`config.mk`:
```
export PLATFORM = sky130hd
export DESIGN_NAME = cfg_port_loader
export DESIGN_NICKNAME = d
export VERILOG_FILES = /design/src/rtl/cfg_loader_pkg.sv /design/src/rtl/cfg_loader_timer.sv /design/src/rtl/cfg_loader_header.sv /design/src/rtl/cfg_port_loader.sv
export SDC_FILE = /design/constraint.sdc
export NUM_CORES = 1
export LEC_CHECK = 0
export BUFFER_PORTS_ARGS = -buffer_cell sky130_fd_sc_hd__buf_2
export CORE_ASPECT_RATIO = 0.75
export CORE_MARGIN = 2
export CORE_UTILIZATION = 25
export CTS_CLUSTER_DIAMETER = 150
export DETAILED_ROUTE_END_ITERATION = 10
export PLACE_DENSITY = 0.43
export SYNTH_ARGS = -nofsm -noshare
export SYNTH_HDL_FRONTEND = slang
export SYNTH_HIERARCHICAL = 1
export SYNTH_SLANG_ARGS = --single-unit
```
`constraint.sdc`:
```
create_clock -name clk -period 2.8 [get_ports clk]
set_clock_uncertainty 0.15 [all_clocks]
set_input_delay 0.28 -clock clk [delete_from_list [all_inputs] [get_ports clk]]
set_output_delay 0.28 -clock clk [all_outputs]
set_load 0.02 [all_outputs]
```
`src/rtl/cfg_loader_pkg.sv`:
```
package cfg_loader_pkg;

  typedef enum logic [2:0] {
    ST_IDLE,
    ST_CLEAR,
    ST_WAIT,
    ST_HDR,
    ST_DATA,
    ST_CLOSE,
    ST_DONE
  } ld_state_t;

  localparam int SYNC_LEN = 8;
  localparam logic [63:0] SYNC_SEQ = 64'hFFFF_FFFF_AA99_5566;

  // Byte k of the sync sequence, most significant byte first.
  function automatic logic [7:0] sync_byte(input logic [2:0] k);
    return SYNC_SEQ[63 - 8*int'(k) -: 8];
  endfunction

endpackage

```
`src/rtl/cfg_loader_timer.sv`:
```
module cfg_loader_timer #(
  parameter int LIMIT = 4
) (
  input  logic clk,
  input  logic rst,
  input  logic load,
  input  logic run,
  output logic expired
);
  localparam int CW = $clog2(LIMIT + 1);

  logic [CW-1:0] cnt;

  always_ff @(posedge clk) begin
    if (rst) begin
      cnt <= '0;
    end else if (load) begin
      cnt <= '0;
    end else if (run) begin
      cnt <= cnt + 1'b1;
    end
  end

  assign expired = run && (cnt == CW'(LIMIT - 1));

endmodule

```
`src/rtl/cfg_loader_header.sv`:
```
module cfg_loader_header
  import cfg_loader_pkg::*;
#(
  parameter int          PAD_COUNT = 2,
  parameter logic [7:0]  PAD_BYTE  = 8'hFF
) (
  input  logic       clk,
  input  logic       rst,
  input  logic       restart,
  input  logic       advance,
  output logic [7:0] hdr_byte,
  output logic       hdr_last
);
  localparam int HLEN = PAD_COUNT + SYNC_LEN;
  localparam int IW   = $clog2(HLEN + 1);

  logic [IW-1:0] idx;

  always_ff @(posedge clk) begin
    if (rst) begin
      idx <= '0;
    end else if (restart) begin
      idx <= '0;
    end else if (advance) begin
      idx <= idx + 1'b1;
    end
  end

  assign hdr_last = (idx == IW'(HLEN - 1));

  generate
    if (PAD_COUNT == 0) begin : g_nopad
      assign hdr_byte = sync_byte(idx[2:0]);
    end else begin : g_pad
      logic [IW-1:0] rel;
      assign rel      = idx - IW'(PAD_COUNT);
      assign hdr_byte = (idx < IW'(PAD_COUNT)) ? PAD_BYTE : sync_byte(rel[2:0]);
    end
  endgenerate

endmodule

```
`src/rtl/cfg_port_loader.sv`:
```
module cfg_port_loader
  import cfg_loader_pkg::*;
#(
  parameter int         CLEAR_CYCLES = 4,
  parameter int         WAIT_LIMIT   = 1000,
  parameter int         PAD_COUNT    = 2,
  parameter logic [7:0] PAD_BYTE     = 8'hFF
) (
  input  logic       clk,
  input  logic       rst,
  input  logic       start,
  input  logic       partial_mode,
  input  logic [7:0] s_data,
  input  logic       s_valid,
  input  logic       s_last,
  output logic       s_ready,
  input  logic       tgt_ready,
  output logic       tgt_clear_n,
  output logic       tgt_sel_n,
  output logic       tgt_wr_n,
  output logic       tgt_stb,
  output logic [7:0] tgt_data,
  output logic       busy,
  output logic       done,
  output logic       fail
);

  ld_state_t  state;
  logic       go_full;
  logic       go_part;
  logic       clear_exp;
  logic       wait_exp;
  logic       open_port;
  logic       hdr_adv;
  logic [7:0] hdr_byte;
  logic       hdr_last;

  assign go_full   = (state == ST_IDLE) && start && !partial_mode;
  assign go_part   = (state == ST_IDLE) && start && partial_mode;
  assign open_port = go_part || ((state == ST_WAIT) && tgt_ready);
  assign hdr_adv   = (state == ST_HDR);

  cfg_loader_timer #(.LIMIT(CLEAR_CYCLES)) u_clear_tmr (
    .clk     (clk),
    .rst     (rst),
    .load    (go_full),
    .run     (state == ST_CLEAR),
    .expired (clear_exp)
  );

  cfg_loader_timer #(.LIMIT(WAIT_LIMIT)) u_wait_tmr (
    .clk     (clk),
    .rst     (rst),
    .load    (clear_exp),
    .run     (state == ST_WAIT),
    .expired (wait_exp)
  );

  cfg_loader_header #(.PAD_COUNT(PAD_COUNT), .PAD_BYTE(PAD_BYTE)) u_hdr (
    .clk      (clk),
    .rst      (rst),
    .restart  (open_port),
    .advance  (hdr_adv),
    .hdr_byte (hdr_byte),
    .hdr_last (hdr_last)
  );

  always_ff @(posedge clk) begin
    if (rst) begin
      state       <= ST_IDLE;
      tgt_clear_n <= 1'b1;
      tgt_sel_n   <= 1'b1;
      tgt_wr_n    <= 1'b1;
      tgt_stb     <= 1'b0;
      tgt_data    <= '0;
      done        <= 1'b0;
      fail        <= 1'b0;
    end else begin
      done    <= 1'b0;
      tgt_stb <= 1'b0;
      case (state)
        ST_IDLE: begin
          if (go_full) begin
            fail        <= 1'b0;
            tgt_clear_n <= 1'b0;
            state       <= ST_CLEAR;
          end else if (go_part) begin
            fail      <= 1'b0;
            tgt_sel_n <= 1'b0;
            tgt_wr_n  <= 1'b0;
            state     <= ST_HDR;
          end
        end
        ST_CLEAR: begin
          if (clear_exp) begin
            tgt_clear_n <= 1'b1;
            state       <= ST_WAIT;
          end
        end
        ST_WAIT: begin
          if (tgt_ready) begin
            tgt_sel_n <= 1'b0;
            tgt_wr_n  <= 1'b0;
            state     <= ST_HDR;
          end else if (wait_exp) begin
            fail  <= 1'b1;
            state <= ST_IDLE;
          end
        end
        ST_HDR: begin
          tgt_stb  <= 1'b1;
          tgt_data <= hdr_byte;
          if (hdr_last) begin
            state <= ST_DATA;
          end
        end
        ST_DATA: begin
          tgt_stb <= s_valid;
          if (s_valid) begin
            tgt_data <= s_data;
            if (s_last) begin
              state <= ST_CLOSE;
            end
          end
        end
        ST_CLOSE: begin
          tgt_sel_n <= 1'b1;
          tgt_wr_n  <= 1'b1;
          state     <= ST_DONE;
        end
        ST_DONE: begin
          done  <= 1'b1;
          state <= ST_IDLE;
        end
        default: state <= ST_IDLE;
      endcase
    end
  end

  assign s_ready = (state == ST_DATA);
  assign busy    = (state != ST_IDLE);

endmodule

```
; After elaboration in Yosys (flattened, before gate mapping)
; Index checks and enable logic that the tools add are counted.
[word_totals]
register_bits = 33
inputBits = 15
output_inout_bits = 16
word_cells = 85
[op_classes]
add_sub_neg = 5
n_lt_le_gt_ge = 1
eq_ne = 21
n_shift = 1
mux = 25
n_reduce_logical = 22
[op_table]
columns = op, count
row1 = "indexed part select 71 x 32 -> 8 bit, first input constant", 1
row2 = two-way mux 3 bit, 8
row3 = "!= test 2 bit, second input constant", 9
row4 = one-hot mux 3 bit (6 select lines), 1
row5 = two-way mux 8 bit, 2
row6 = one-hot mux 8 bit (2 select lines), 1
row7 = "adder 10 x 1 -> 10 bit, second input constant", 1
row8 = "equality test 10 bit, second input constant", 1
row9 = "equality test 3 x 2 -> 1 bit, second input constant", 3
row10 = "equality test 3 bit, second input constant", 3
row11 = two-way mux 1 bit, 9
row12 = AND reduction 4 bit, 2
row13 = "subtractor 6 x 6 -> 7 bit, first input constant", 1
row14 = logical AND 1 bit, 6
row15 = "!= test 3 bit, second input constant", 2
row16 = one-hot mux 1 bit (2 select lines), 3
row17 = AND reduction 6 bit, 1
row18 = nonzero test 2 bit, 3
row19 = nonzero test 3 bit, 2
row20 = OR reduction 2 bit, 3
row21 = "adder 4 x 1 -> 4 bit, second input constant", 1
row22 = "equality test 4 bit, second input constant", 1
row23 = "< comparator 4 x 2 -> 1 bit, second input constant", 1
row24 = "adder 3 x 1 -> 3 bit, second input constant", 1
row25 = 9 further kinds, 9

; Logic depth before layout (Yosys ltp)
; Gate-level depths: netlist (run 1).
[depth]
word_depth = 6
ltp_mapped = 9
ltp_nobuf = 7

; By module
; Netlist (run 1), hierarchy kept.
[by_module_without_submodules]
columns = mod, n_inst, cells_per_inst, area_per_inst_um2, seq_area_each_um2
row1 = cfg_port_loader, 1, 93, 849.6, 320.3
row2 = cfg_loader_timer at u_wait_tmr, 1, 55, 479.2, 200.2
row3 = cfg_loader_header, 1, 31, 289.0, 80.1
row4 = cfg_loader_timer at u_clear_tmr, 1, 13, 138.9, 60.1

; Worst setup path after synthesis (run 1)
; Ideal clock, no wire load.
[synth_path]
kind = register -> register
from = register state[0]
to = register state[0]
setup_ns = 0.116
arrival_time_ns = 1.917
required_time_ns = 2.534
slack_ns = 0.617
path_stages_with_launch = 8
n_path_buf = 1
period_less_slack_ns = 2.183
cell_sequence = dfxtp_1 -> buf_4 -> nor3b_1 -> and2_2 -> inv_1 -> a32oi_1 -> a21oi_1 -> a41o_1
[synth_via]
elab_cells_between_ends = 20
classes_between = eq/ne: 11 / mux: 2 / reduce/logical: 7
[synth_lines]
columns = element, line_no
row1 = from (decl), cfg_port_loader.sv:28  ; ld_state_t state;
row2 = from (signal assigned), cfg_port_loader.sv:70  ; state <= ST_IDLE;
row3 = from (signal assigned), cfg_port_loader.sv:86  ; state <= ST_CLEAR;
row4 = from (signal assigned), cfg_port_loader.sv:91  ; state <= ST_HDR;
row5 = equality test 3 x 1 -> 1 bit, cfg_port_loader.sv:47  ; .run (state == ST_CLEAR),
row6 = logical AND 1 bit, cfg_loader_timer.sv:24  ; assign expired = run && (cnt == CW'(LIMIT - 1));
row7 = net clear_exp, cfg_port_loader.sv:31  ; logic clear_exp;
row8 = != test 2 bit (no source line), -
row9 = AND reduction 6 bit (no source line), -
; The timed path passes the listed nets, and every way through them passes these cells.
; A chain may end at the register's enable or synchronous reset.

; Worst setup path after layout (run 1)
; Same ends and word-level chain as after synthesis.

==> results of run 1 <==
## cell families (layout without fill, tap and decap cells)
kind of cell / Yosys count / in the layout
XOR/XNOR: 6 / 6
multiplexers: 12 / 12
buffers and inverters: 24 / 50
AND/OR/NAND/NOR: 72 / 72
AO/OA/AOI/OAI: 38 / 38
flip-flops: 33 / 33
adder cells (fa/ha/maj): 7 / 7
## synth_stat cells, drive strengths merged (2+ instances only)
cell type   n
a21oi       7
nor3b       4
nand2b      4
a31oi       2
dfxtp      33
o21bai      2
nand4       4
or4         2
nand3       6
o21ai       4
xnor2       3
xor2        3
ha          7
nand2       9
nor3        6
buf        13
or3         5
a211oi     10
mux2i      11
clkbuf      2
nand3b      2
inv         9
a2111oi     2
nor2       21
o31ai       2
## worst min path at each step
stage | startpoint | to | slack (ns)
after floorplan | rst | u_hdr/idx[2]$_SDFFE_PP0P_ | 0.20
after global placement | u_wait_tmr/cnt[9]$_SDFFE_PP0P_ | u_wait_tmr/cnt[9]$_SDFFE_PP0P_ | 0.33
after detailed placement | u_wait_tmr/cnt[9]$_SDFFE_PP0P_ | u_wait_tmr/cnt[9]$_SDFFE_PP0P_ | 0.33
after CTS | start | fail$_SDFFE_PP0P_ | 0.09
after global routing | start | fail$_SDFFE_PP0P_ | 0.11
final | start | fail$_SDFFE_PP0P_ | 0.09
## cell type report
cell class                 instances  share of cell area, %
multi-input combinational        135                   47.1
sequential                        33                   33.1
timing repair buffer              33                   8.66
tap                               84                   5.27
clock buffer                       6                   3.64
inverter                           9                   1.69
clock inverter                     2                  0.502
## worst max-delay path, cell delays in order (launching register included)
cell,delay (ns)
dfxtp_1,0.61
nor3b_1,0.24
buf_4,0.18
and2_2,0.20
inv_1,0.05
a32oi_1,0.27
a21oi_1,0.12
a41o_1,0.21
## layer usage
layer	wire length [um]	global-route usage, %
met2	1550	14.7
met3	105	2.84
met1	1930	13.5
met5	0	0
met4	82	4.93
## per-stage QoR
stage          cell area [um2]  hold WS (ns)  utilization [%]  cells
5_1_grt                   1990         0.106             29.3    302
3_3_place_gp              1910         0.327             28.1    294
6_report                  1990        0.0904             29.3    302
3_5_place_dp              1910         0.326             28.1    294
2_1_floorplan             1760         0.203                -    192
4_1_cts                   1990        0.0884             29.3    302
## power by group through the flow
stage / Clock [W] / Sequential (W) / Combinational [W]
6_report: 0.000354 / 0.000629 / 0.000492
5_1_grt: 0.000391 / 0.000643 / 0.000553
4_1_cts: 0.000370 / 0.000629 / 0.000497
3_5_place_dp: 0 / 0.000640 / 0.000495
3_3_place_gp: 0 / 0.000637 / 0.000503
2_1_floorplan: 0 / 0.000642 / 0.000401
## sequential cells by signal, indices dropped and copies added (netlist names)
register         flops
tgt_stb              1
u_wait_tmr/cnt      10
tgt_clear_n          1
tgt_wr_n             1
fail                 1
u_clear_tmr/cnt      3
state                3
tgt_data             8
done                 1
u_hdr/idx            4
## placed cells by master, fill, tap and decap left out, types with 3 or more instances in the layout
cell type  netlist  final
nor2_1          20     20
xnor2_1          3      3
dfxtp_1         33     33
or3_1            4      4
nor3_1           6      6
nand3_1          5      5
inv_1            9      9
nor3b_1          3      3
a21oi_1          7      7
o21ai_0          4      4
nand4_1          4      4
mux2i_1         11     11
a211oi_1         9      9
nand2b_1         4      4
buf_4            7      3
nand2_1          8      8
ha_1             7      7
clkbuf_8         0      5
xor2_1           3      3
buf_2            1     30
==> results.cfg, run 1 <==
[status]
outcome = finished clean

[critical_path]
worstSetupPathType = flop to flop
crit_path_end = state[0]$_SDFFE_PP0P_
r2r_slack_ns = 0.68
r2r-end = state[0]$_SDFFE_PP0P_
cp-end-kind = flop
start_kind = flop
timing.rr.start = state[0]$_SDFFE_PP0P_
crit_start = state[0]$_SDFFE_PP0P_
required_ns = 2.84
crit_arrival_ns = 2.16
crit_fanout = 15
reg2reg_depth = 7

[yosys]
synth_ff_type = dfxtp_1
synth_xor_area_share_pct = 2.99
yosysTopAreaCellShare_pct = 37.6
synth_sequential_area_ratio_pct = 37.6
synth-edff-count = 0
post-synth-top-area-cell = dfxtp_1
yosys_register_bits = 33
netlist_instances = 192
yosys.area_share.simple_pct = 22.8
yosys.area_share.adder_pct = 4.99
muxShareOfSynthArea_pct = 6.91
async_reset_ff_share_pct = 0
synth_top_family_by_area = simple AND/OR/NAND/NOR gates
yosysWarningCount = 6
synth_area_um2 = 1760
synth_compound_area_share_pct = 15.8
yosys.cell_types.count = 55
synth_area_leaders = dfxtp_1 (38%), mux2i_1 (6.3%), ha_1 (5.0%)
avgSynthCellArea_um2 = 9.15
syn_nets = 214

[timing]
timing.final.ws_setup_ns = 0.679
tightest_slew_ns = 0.516
hold_viol_final = 0
fmax_ghz = 0.471
min_period_ns = 2.12
setup_violations = 0
setup_tns_ns = 0
slew_headroom_pct = 65.6
slew_violations = 0
rsz0062_at_grt = no
final.period_utilization_pct = 75.8

[clock_tree]
cts.clk_slew.worst_paths_ns = 0.07
ctsHoldBuffers = 0
cts-resized-gates = 0
numCtsBuffers = 5
clk_latency_ns = 0.29
cts_num_sinks = 33
cts_tree = built
cts_htree_levels = 2
clock_path_buffers = 2
ctsRootBufferMaster = clkbuf_8
postCtsSetupBuffers = 0

[routing]
drtIter0Drc = 65
remaining_drc_errors = 0
drt_wl_total_um = 3670
firstDrtPassIters = 4
ant_nets = 0
viasPerCell = 4.58
num_vias = 1382
wl_per_cell_um = 12.1

[final_layout]
nFillCells = 722
multiInputGateArea_um2 = 940
seq_area_um2 = 661
syn_to_final_growth_pct = 13.5
antenna_cells = 0
nets = 239
drive_gt1_share_pct = 22.9

[floorplanning]
io_pins = 31
die_h_um = 76.6
core-area_um2 = 6800
start_util_pct = 25.8
dieArea_um2 = 7720
die_w_um = 101
rows = 26

[power]
power_leakage_nw = 0.774
pwr-share-clk_pct = 24.0
combPwrFrac_pct = 33.4
switching_share_pct = 37.5
power_frac_seq_pct = 42.6
p_int_w = 0.000921
total_power_w = 0.00147
power.density_nw_per_um2 = 739
switchingPower_w = 0.000554
vdd_drop_max_v = 0.000203

[global_route]
grtUsageTotal_pct = 10.1
antenna_found_initial = 0
grt_max_degree = 30
grt_pass1_wl_um = 6150
overflow = 0
grt_pass1_vias = 1294

[run]
max_cap_viol_count = 0

[place]
gp_congestion = 0.724
portBuffers = 30
dp_slack_ns = 0.700
hpwl_um = 2690

[min_path]
hold_path_class = input pin to flop
holdPathStages = 2
No activity file was read; power rests on OpenSTA's default activity.
==> run 2: changes to the inputs <==
==> constraint.sdc (replaced) <==
create_clock -name clk -period 2.1 [get_ports clk]
set_clock_uncertainty 0.15 [all_clocks]
set_input_delay 0.21 -clock clk [delete_from_list [all_inputs] [get_ports clk]]
set_output_delay 0.21 -clock clk [all_outputs]
set_load 0.02 [all_outputs]
==> results.cfg, run 2 (synthesis gave the netlist of run 1 again) <==
[timing]
min_period_ns = 1.89
slew_headroom_pct = 66.1
fmax_ghz = 0.529
rsz0062_at_grt = no
tightest_slew_ns = 0.509
setup_tns_ns = 0
setup_violations = 0
slew_violations = 0
holdWs_ns = 0.0160
final.period_utilization_pct = 90.0
hold_viol_final = 0

[min_path]
holdPathStages = 2
min_from = start
hold_end = fail$_SDFFE_PP0P_
hold_path_class = input pin to flop

[clock_tree]
ctsRootBufferMaster = clkbuf_8
cts.clk_slew.worst_paths_ns = 0.08
cts-resized-gates = 0
postCtsSetupBuffers = 0
cts_tree = built
cts_htree_levels = 2
cts_num_sinks = 33
clk_latency_ns = 0.29
clock_path_buffers = 2
numCtsBuffers = 5
ctsHoldBuffers = 0

[routing]
num_vias = 1442
remaining_drc_errors = 0
ant_nets = 0
drt_wl_total_um = 3780
drtIter0Drc = 47
viasPerCell = 4.65
wl_per_cell_um = 12.2
firstDrtPassIters = 4

[critical_path]
r2r-end = state[1]$_SDFFE_PP0P_
reg2reg_depth = 7
crit_arrival_ns = 1.96
slowest_stage = dfxtp_1
r2r_slack_ns = 0.21
timing.rr.start = state[1]$_SDFFE_PP0P_
crit_chain = buf_4 > nor3b_2 > and2_2 > inv_1 > a32oi_1 > o21ai_0 > a21oi_1
cpPeakStageDelay_ns = 0.33
worstSetupPathType = flop to flop
start_kind = flop
cp-end-kind = flop
crit_fanout = 6
crit_start = state[1]$_SDFFE_PP0P_
required_ns = 2.17

[global_route]
grt_pass1_vias = 1379
grt_pass1_wl_um = 6650
overflow = 0
grtUsageTotal_pct = 10.8
antenna_found_initial = 0
grt_max_degree = 30

[final_layout]
fin_area_um2 = 2110
drive_gt1_share_pct = 26.5
max_flop_register = u_wait_tmr/cnt
syn_to_final_growth_pct = 20.2
final_common_cell = dfxtp_1
nets = 247
antenna_cells = 0
largest_register_ff_count = 10
reg.largest.list = u_wait_tmr/cnt (10), tgt_data (8), u_hdr/idx (4)
final_cell_mix = dfxtp_1 (33), buf_2 (30), nor2_1 (20)

[floorplanning]
rows = 26
die_h_um = 76.6
start_util_pct = 25.8
dieArea_um2 = 7720
core-area_um2 = 6800
die_w_um = 101
io_pins = 31

[power]
power.density_nw_per_um2 = 1100
power_leakage_nw = 0.842
vdd_drop_max_v = 0.000297

[place]
place_area_um2 = 1980
gp_congestion = 0.740
hpwl_um = 2800
portBuffers = 30

[status]
outcome = finished clean

[run]
max_cap_viol_count = 0
-- run 2: cell types whose count changed in the layout (fill, tap and decap cells not counted), sizes merged --
cell    change
buf         +8
bufinv      +2
clkbuf      -1
clkinv      -1
-- run 2: per-stage QoR --
step	power [W]	std cells	setup slack [ns]	utilization, %
2_1_floorplan	0.00140	192	0.0209	-
3_3_place_gp	0.00162	302	0.219	29.1
3_5_place_dp	0.00161	302	0.237	29.1
4_1_cts	0.00235	310	0.227	31.0
5_1_grt	0.00247	310	0.0861	31.0
6_report	0.00232	310	0.211	31.0
-- run 2: metal layers --
metal  track usage, %  vias to the layer above  part of all wire (%)
li1                 -                      755                     -
met1             15.5                      659                    52
met2             14.7                       20                    42
met3             2.94                        8                   3.6
met4             5.34                        0                   2.4
met5                0                        -                     0
-- run 2: area by class of cell --
type,count,area (um2)
clock buffers,5,68.8
clock inverters,3,65.1
fillers,700,4690
inverters,9,33.8
multi-input cells,135,945
flip-flops and latches,33,661
well taps,84,105
repair buffers,41,233
-- run 2: worst max path at each step --
| stage | endpoint | slack (ns) |
|---|---|---|
| final | state[1]$_SDFFE_PP0P_ | 0.21 |
| after global routing | state[0]$_SDFFE_PP0P_ | 0.09 |
| after CTS | state[1]$_SDFFE_PP0P_ | 0.23 |
| after detailed placement | state[2]$_SDFFE_PP0P_ | 0.24 |
| after global placement | state[1]$_SDFFE_PP0P_ | 0.22 |
| after floorplan | state[0]$_SDFFE_PP0P_ | 0.02 |
-- run 2: critical path, delay by kind of cell (launching register included) --
kind / cells / cell delay [ns]
AO/OA/AOI/OAI: 3 / 0.67
flip-flops: 1 / 0.33
AND/OR/NAND/NOR: 2 / 0.45
buffers and inverters: 2 / 0.21
-- run 2: power by group --
part / switching (W) / internal, W / leakage, nW
registers: 0.0000711 / 0.000724 / 0.268
logic: 0.000447 / 0.000347 / 0.506
clock network: 0.000254 / 0.000472 / 0.0681
total: 0.000773 / 0.00154 / 0.842
==> run 3: changes to the inputs <==
--- a/config.mk
+++ b/config.mk
@@ -6,12 +6,11 @@
 export NUM_CORES = 1
 export LEC_CHECK = 0
 export BUFFER_PORTS_ARGS = -buffer_cell sky130_fd_sc_hd__buf_2
-export CORE_ASPECT_RATIO = 0.75
 export CORE_MARGIN = 2
 export CORE_UTILIZATION = 25
 export CTS_CLUSTER_DIAMETER = 150
 export DETAILED_ROUTE_END_ITERATION = 10
-export PLACE_DENSITY = 0.43
+export PLACE_DENSITY = 0.42
 export SYNTH_ARGS = -nofsm -noshare
 export SYNTH_HDL_FRONTEND = slang
 export SYNTH_HIERARCHICAL = 1
==> results.cfg, run 3 (synthesis gave the netlist of run 1 again) <==
[global_route]
overflow = 0
antenna_found_initial = 0
met1_usage_pct = 14.9
grtUsageTotal_pct = 10.8
met2_usage_pct = 15.5
grt_use_met3_pct = 3.30
grt_max_degree = 30
busiest_layer = met2
grt_pass1_vias = 1323
grt_pass1_wl_um = 6400

[final_layout]
nFillCells = 743
final_cell_mix = dfxtp_1 (33), buf_2 (30), nor2_1 (20)
final_cells = 321
multiInputGateArea_um2 = 945
final_common_cell = dfxtp_1
drive_gt1_share_pct = 25.8
antenna_cells = 0
reg.largest.list = u_wait_tmr/cnt (10), tgt_data (8), u_hdr/idx (4)
seq_area_um2 = 661
postLayoutCoreUtil_pct = 30.4
max_flop_register = u_wait_tmr/cnt
largest_register_ff_count = 10
nets = 246
syn_to_final_growth_pct = 17.7

[place]
dp.cells = 313
portBuffers = 30
hpwl_um = 2780
gp_congestion = 0.752

[clock_tree]
ctsHoldBuffers = 0
cts_htree_levels = 2
postCtsSetupBuffers = 0
ctsRootBufferMaster = clkbuf_8
clock_path_buffers = 2
cts.clk_slew.worst_paths_ns = 0.07
cts_num_sinks = 33
numCtsBuffers = 5
cts_tree = built
clk_latency_ns = 0.29
cts-resized-gates = 0

[floorplanning]
die_h_um = 87.8
io_pins = 31
start_util_pct = 25.9
rows = 30
dieArea_um2 = 7710
core-area_um2 = 6790
die_w_um = 87.8

[critical_path]
critical_path.top_delay_family = simple AND/OR/NAND/NOR gates
cp.depth = 7
crit_chain = ha_1 > nand4_1 > nor3_1 > or3_1 > a211o_1 > nand3_1 > a21oi_1
crit_start = u_wait_tmr/cnt[0]$_SDFFE_PP0P_
reg2reg_depth = 7
crit_arrival_ns = 1.91
required_ns = 2.10
worstSetupPathType = flop to flop
cpPeakStageDelay_ns = 0.36
r2r_slack_ns = 0.19
crit_fanout = 4
cp-end-kind = flop
start_kind = flop
timing.rr.start = u_wait_tmr/cnt[0]$_SDFFE_PP0P_
r2r-end = state[2]$_SDFFE_PP0P_
slowest_stage = dfxtp_1
crit_buf_inv = 0

[routing]
viasPerCell = 4.52
remaining_drc_errors = 0
wl_per_cell_um = 11.8
num_vias = 1452
firstDrtPassIters = 4
ant_nets = 0
drtIter0Drc = 57
drt_wl_total_um = 3780

[min_path]
hold_path_class = input pin to flop
holdPathStages = 2
hold_end = fail$_SDFFE_PP0P_
min_from = start

[timing]
fmax_ghz = 0.523
min_period_ns = 1.91
slew_violations = 0
tightest_slew_ns = 0.552
final.period_utilization_pct = 91.0
setup_violations = 0
slew_headroom_pct = 63.2
setup_tns_ns = 0
rsz0062_at_grt = no
hold_viol_final = 0

[power]
power_leakage_nw = 0.814
power.density_nw_per_um2 = 987
vdd_drop_max_v = 0.000275

[run]
max_cap_viol_count = 0

[status]
outcome = finished clean
-- run 3: cell types whose count changed in the layout (fill, tap and decap cells not counted) --
cell       delta
bufinv_16     -2
clkbuf_1      +1
clkinv_2      +1
buf_4         -1
-- run 3: metal layers --
layer | vias to the layer above | wire, um
li1 | 757 | -
met1 | 667 | 1930
met2 | 22 | 1610
met3 | 6 | 161
met4 | 0 | 70
met5 | - | 0
-- run 3: final cells by class --
| class | instances | share of cell area, % |
|---|---|---|
| clock buffers | 6 | 3.51 |
| well taps | 96 | 5.81 |
| clock inverters | 2 | 0.484 |
| multi-input cells | 135 | 45.7 |
| inverters | 9 | 1.63 |
| repair buffers | 40 | 10.9 |
| flip-flops and latches | 33 | 32.0 |
-- run 3: how the worst max path moves through the flow --
stage / endpoint / slack, ns
after floorplan: state[0]$_SDFFE_PP0P_ / 0.02
after global placement: state[2]$_SDFFE_PP0P_ / 0.21
after detailed placement: state[2]$_SDFFE_PP0P_ / 0.20
after CTS: state[2]$_SDFFE_PP0P_ / 0.18
after global routing: state[1]$_SDFFE_PP0P_ / 0.05
final: state[2]$_SDFFE_PP0P_ / 0.19
-- run 3: worst register-to-register path: stages, from the launching register on --
cell,delay (ns)
dfxtp_1,0.36
ha_1,0.26
nand4_1,0.12
nor3_1,0.06
or3_1,0.32
a211o_1,0.35
nand3_1,0.10
a21oi_1,0.07
-- run 3: through the flow --
step / setup WS (ns) / instance area (um2) / total power, W / hold slack, ns
floorplan: 0.0209 / 1760 / 0.00140 / 0.133
global placement: 0.215 / 1980 / 0.00159 / 0.324
detailed placement: 0.202 / 1980 / 0.00159 / 0.322
CTS: 0.180 / 2070 / 0.00208 / 0.0389
global route: 0.0530 / 2070 / 0.00220 / 0.0570
finish: 0.189 / 2070 / 0.00204 / 0.0405
-- run 3: report_power, final --
| part | internal, W | total, W | switching, W |
|---|---|---|---|
| registers | 0.000724 | 0.000784 | 0.0000596 |
| clock network | 0.000230 | 0.000474 | 0.000244 |
| logic | 0.000330 | 0.000782 | 0.000452 |
